## src/rtl/idx_ext_decoder.sv

```systemverilog
module idx_ext_decoder (
  input  logic        clk,
  input  logic        rst_n,
  input  logic        in_valid,
  output logic        in_ready,
  input  logic [15:0] in_word,
  input  logic [2:0]  base_reg,
  input  logic        pc_base,
  output logic        out_valid,
  input  logic        out_ready,
  output logic [4:0]  out_mode,
  output logic [2:0]  out_base_reg,
  output logic        out_idx_is_addr,
  output logic [2:0]  out_idx_reg,
  output logic        out_idx_long,
  output logic [1:0]  out_scale,
  output logic [31:0] out_base_disp,
  output logic [31:0] out_outer_disp,
  output logic [3:0]  out_sizes,
  output logic        out_err
);

  typedef enum logic [2:0] {S_IDLE, S_BD_HI, S_BD_LO, S_OD_HI, S_OD_LO, S_OUT} state_t;
  localparam logic [3:0] KIND_ERR = 4'hF;

  state_t st;

  wire take = in_valid && in_ready;
  wire [15:0] w = in_word;
  wire [31:0] w_sext = {{16{w[15]}}, w};

  wire       full  = w[8];
  wire [1:0] bsz   = w[5:4];
  wire [1:0] osz   = w[1:0];
  wire       mi    = full && (w[2:0] != 3'b000);
  wire [2:0] msel  = {w[7], w[6], w[2]};

  logic [3:0] kind;
  logic       bad_sel;
  always_comb begin
    bad_sel = 1'b0;
    if (!full)      kind = 4'd0;
    else if (!mi)   kind = 4'd1 + {2'b00, w[7:6]};
    else begin
      case (msel)
        3'b000:  kind = 4'd5;
        3'b001:  kind = 4'd6;
        3'b010:  kind = 4'd7;
        3'b100:  kind = 4'd8;
        3'b101:  kind = 4'd9;
        3'b110:  kind = 4'd10;
        default: begin kind = KIND_ERR; bad_sel = 1'b1; end
      endcase
    end
  end

  wire first_err = full && (bsz == 2'd0 || (mi && (osz == 2'd0 || bad_sel)));
  wire [3:0] first_sz = full ? {mi ? osz : 2'b00, bsz} : 4'b0000;

  function automatic state_t after_bd(input logic [1:0] od_code);
    case (od_code)
      2'd3:    after_bd = S_OD_HI;
      2'd2:    after_bd = S_OD_LO;
      default: after_bd = S_OUT;
    endcase
  endfunction

  assign in_ready  = (st != S_OUT);
  assign out_valid = (st == S_OUT);

  always_ff @(posedge clk) begin
    if (!rst_n) begin
      st              <= S_IDLE;
      out_mode        <= '0;
      out_base_reg    <= '0;
      out_idx_is_addr <= 1'b0;
      out_idx_reg     <= '0;
      out_idx_long    <= 1'b0;
      out_scale       <= '0;
      out_base_disp   <= '0;
      out_outer_disp  <= '0;
      out_sizes       <= '0;
      out_err         <= 1'b0;
    end else begin
      case (st)
        S_IDLE: if (take) begin
          out_base_reg    <= base_reg;
          out_idx_is_addr <= w[15];
          out_idx_reg     <= w[14:12];
          out_idx_long    <= w[11];
          out_scale       <= w[10:9];
          out_sizes       <= first_sz;
          out_err         <= first_err;
          out_mode        <= {pc_base, first_err ? KIND_ERR : kind};
          out_base_disp   <= (full || first_err) ? 32'd0 : {{24{w[7]}}, w[7:0]};
          out_outer_disp  <= '0;
          if (first_err || !full) st <= S_OUT;
          else if (bsz == 2'd3)   st <= S_BD_HI;
          else if (bsz == 2'd2)   st <= S_BD_LO;
          else                    st <= after_bd(first_sz[3:2]);
        end
        S_BD_HI: if (take) begin
          out_base_disp[31:16] <= w;
          st <= S_BD_LO;
        end
        S_BD_LO: if (take) begin
          out_base_disp <= (out_sizes[1:0] == 2'd3) ? {out_base_disp[31:16], w} : w_sext;
          st <= after_bd(out_sizes[3:2]);
        end
        S_OD_HI: if (take) begin
          out_outer_disp[31:16] <= w;
          st <= S_OD_LO;
        end
        S_OD_LO: if (take) begin
          out_outer_disp <= (out_sizes[3:2] == 2'd3) ? {out_outer_disp[31:16], w} : w_sext;
          st <= S_OUT;
        end
        S_OUT: if (out_ready) st <= S_IDLE;
        default: st <= S_IDLE;
      endcase
    end
  end

  assert_hold_R10: assert property (@(posedge clk) disable iff (!rst_n)
    out_valid && !out_ready |=> out_valid && $stable(out_mode) && $stable(out_base_disp)
      && $stable(out_outer_disp) && $stable(out_sizes) && $stable(out_err) && $stable(out_idx_reg));

  assert_busy_R10: assert property (@(posedge clk) disable iff (!rst_n)
    out_valid |-> !in_ready);

  assert_err_clean_R9: assert property (@(posedge clk) disable iff (!rst_n)
    out_valid && out_err |-> out_mode[3:0] == KIND_ERR && out_base_disp == 32'd0 && out_outer_disp == 32'd0);

  assert_brief_R3: assert property (@(posedge clk) disable iff (!rst_n)
    out_valid && !out_err && out_mode[3:0] == 4'd0 |-> out_sizes == 4'd0 && out_outer_disp == 32'd0);

  assert_kind_R5: assert property (@(posedge clk) disable iff (!rst_n)
    out_valid && !out_err |-> out_mode[3:0] <= 4'd10 && out_sizes[1:0] != 2'd0 || out_mode[3:0] == 4'd0);

  assert_noouter_R8: assert property (@(posedge clk) disable iff (!rst_n)
    out_valid && out_sizes[3:2] == 2'd0 |-> out_outer_disp == 32'd0);

endmodule

```

## config.mk

```make
export PLATFORM = sky130hd
export DESIGN_NAME = idx_ext_decoder
export DESIGN_NICKNAME = d
export VERILOG_FILES = /design/src/rtl/idx_ext_decoder.sv
export SDC_FILE = /design/constraint.sdc
export NUM_CORES = 1
export LEC_CHECK = 0
export BUFFER_PORTS_ARGS = -buffer_cell sky130_fd_sc_hd__buf_2
export CAP_MARGIN = 15
export CORE_MARGIN = 3
export CORE_UTILIZATION = 40
export DETAILED_ROUTE_END_ITERATION = 16
export PLACE_DENSITY = 0.7
export RECOVER_POWER = 100
export SETUP_SLACK_MARGIN = 0.05
export SLEW_MARGIN = 25
export SYNTH_ARGS = -nofsm -noshare
export SYNTH_HDL_FRONTEND = slang
export SYNTH_SLANG_ARGS = --single-unit
```

## constraint.sdc

```tcl
create_clock -name clk -period 1.9 [get_ports clk]
set_clock_uncertainty 0.2 [all_clocks]
set_input_delay 0.285 -clock clk [delete_from_list [all_inputs] [get_ports clk]]
set_output_delay 0.285 -clock clk [all_outputs]
set_load 0.03 [all_outputs]
```

==> qor.txt <==
post-route cell area: 0.00457 sq mm
std cell rows: 34
Layout Nets: 585
Critical Path Fanout Max: 4
simple-gate share of the synthesized area: 18.1%
TritonCTS Sinks: 87
Synth cell types: 44
Avg WL per Cell: 16.2 um
Clock Path Buffers: 2
f_max: 553 MHz
Detailed Routing Iterations Pass 1: 4
Critical Path Start Type: register
pwr dens: 1110 mW/mm^2
DIE AREA: 0.0104 sq mm
P_leak: 0.00166 uW
diodes inserted: 0
clk_lat worst skew: 0.35 ns
HPWL after DPL: 7630 um
multiplexer area fraction after synthesis: 0.575%
Seq/Total Area, Yosys: 47.1%
Synth Net Count: 471
most frequent cells in the layout: nand2_1 (92), clkbuf_1 (87), dfxtp_1 (85)
Mapped Cells: 446
final worst path period share: 95.2%
Placer Congestion: 0.943
area of the multi-input gates: 0.00174 sq mm
Boundary Pins: 110
die width: 102 um
Peak VDD IR: 0.000481 V
CP Cell Sequence: buf_4 > nor2b_2 > nand2_1 > inv_1 > buf_4
syn_area_per_cell: 8.30 sq um
Tot GR Track Use: 21.3%
share of flip-flops with an asynchronous set or reset: 0%
largest net degree at the start of global routing: 31
Initial Util: 41.8%
Final Hold Vio Count: 0
outcome: finished, final reports clean
GRT overflow: 0
cts bufs inserted: 9
Synth Cell Area: 0.00370 sq mm
final setup fails: 0
Filler cells: 894
critical path's slowest cell: dfxtp_1
CTS H-tree lvls: 3
arrival time worst endpoint: 1.32 ns
Req. time, crit path: 1.41 ns
first-pass GRT wire length: 17500 um
via density per instance: 5.35
area taken by flip-flops and latches: 0.00175 sq mm
Top FF cell, synth: dfxtp_1
hold_ws: 0.0323 ns
Initial DRC Count: 272
share of cells above drive strength 1: 15.2%
synthesized flop and latch total: 87
post-synthesis xor/xnor area fraction: 0.237%
Top Registers: out_base_disp: 32 flops, out_outer_disp: 32 flops, out_mode: 5 flops
Worst-Margin Slew: 0.556 ns
most common cell after layout, fill and taps aside: nand2_1
kind of path behind the tightest hold check: in2reg
critical path class: reg2out
via count: 3599
CP most frequent cell: buf_4
clk slew on worst S/H paths: 0.09 ns
synth-to-layout area growth: 23.6%
top cells by area, synth: dfxtp_1 (47%), nand2_1 (9.3%), o21ai_0 (6.9%)
largest family of logic cells by synthesized area: compound AO/OA/AOI/OAI gates
Adder-Cell Fraction of Synth Area: 0.338%
Synth area leader: dfxtp_1
Largest stage delay, worst path: 0.39 ns
Max Cap Viol: 0
CORE AREA: 0.00885 sq mm
final wirelength: 10900 um
Worst setup EP type: output pin
vias in the first global route: 3423
die height: 102 um
Post-DP Area: 0.00440 sq mm
Synth Warn #: 0
CTS root buf: clkbuf_8
# port buffers: 109
RSZ-0062 raised after global routing: yes
remaining antenna violation count after routing: 0
complex-gate fraction of the synthesized area: 27.8%
Rel. slew slack: 62.8%
initial antenna violation count: 0
Final Critical Period: 1.81 ns
number of synthesized flops with an enable pin: 0
top cell type's share of synthesized area: 47.1%
drt drc: 0
setup_tns: 0 ns
CTS tree: built
Final Max Slew Viols: 0
Core Util, Final: 51.7%
==> final cells by class <==
cell class,count,share of cell area (%)
clock buffer,11,2.87
clock inverter,5,2.33
inverter,6,0.492
multi-input combinational,314,38.0
sequential,87,38.2
tap,108,2.95
timing repair buffer,142,15.1
==> layer usage <==
metal | vias up | track usage (%) | wire [um]
li1 | 1759 | - | -
met4 | 0 | 7.97 | 200
met2 | 109 | 35.4 | 5130
met5 | - | 0 | 0
met3 | 16 | 3.69 | 637
met1 | 1715 | 27.8 | 4900
==> path summary, 6_finish.rpt <==
path	from	end	slack [ns]	cells after the start
worst max register to register	st[2]	out_outer_disp[19]	0.13	6
worst min register to register	out_base_reg[0]	out_base_reg[0]	0.27	2
worst min-delay path	in_word[12]	out_base_disp[12]	0.03	3
worst max-delay path	st[2]	out_valid	0.09	5
==> critical path, delay by kind of cell, from the launching register on <==
kind          cells  cell delay (ns)
buf+inv           3             0.36
simple gates      2             0.23
flops             1             0.39
==> synth_stat cells (2+ instances only) <==
cell       number
and2_1          3
nor2b_1        13
a211oi_1        2
nand2_1        92
nand2b_1        4
nand3_1        23
o2111ai_1       2
nor2_1          8
buf_2          14
a21boi_0       30
inv_1           6
buf_6           4
a31oi_1         2
a22oi_1         9
o211ai_1        2
o31a_1          2
o21ai_0        51
a21oi_1        37
clkbuf_1       19
clkbuf_2        2
dfxtp_1        87
a21oi_2        12
==> through the flow <==
step	cells	setup WS, ns	total power [uW]
6_report	673	0.0906	5100
5_1_grt	673	0.0125	5350
3_5_place_dp	651	0.0869	3660
2_1_floorplan	446	0.118	3200
3_3_place_gp	651	0.134	3630
4_1_cts	673	0.0789	5190
==> cell families (layout without fill, tap and decap cells) <==
logic type / after synthesis / count (layout)
xor+xnor: 1 / 1
simple gates: 149 / 149
buf+inv: 45 / 164
fa+ha+maj: 1 / 1
compound gates: 161 / 161
mux: 2 / 2
flops: 87 / 87
==> report_power, final <==
| group | total [uW] | switching, uW | internal [uW] |
|---|---|---|---|
| Combinational | 1420 | 1020 | 406 |
| Clock | 1510 | 636 | 877 |
| Sequential | 2160 | 130 | 2030 |
==> repair_timing <==
item,CTS,global route
endpoints found under the hold margin,4,0
setup buffers,2,0
hold buffers,4,0
resized for setup,5,4
cloned,0,0
setup endpoints to repair,2,32
No activity file was read; power rests on OpenSTA's default activity.
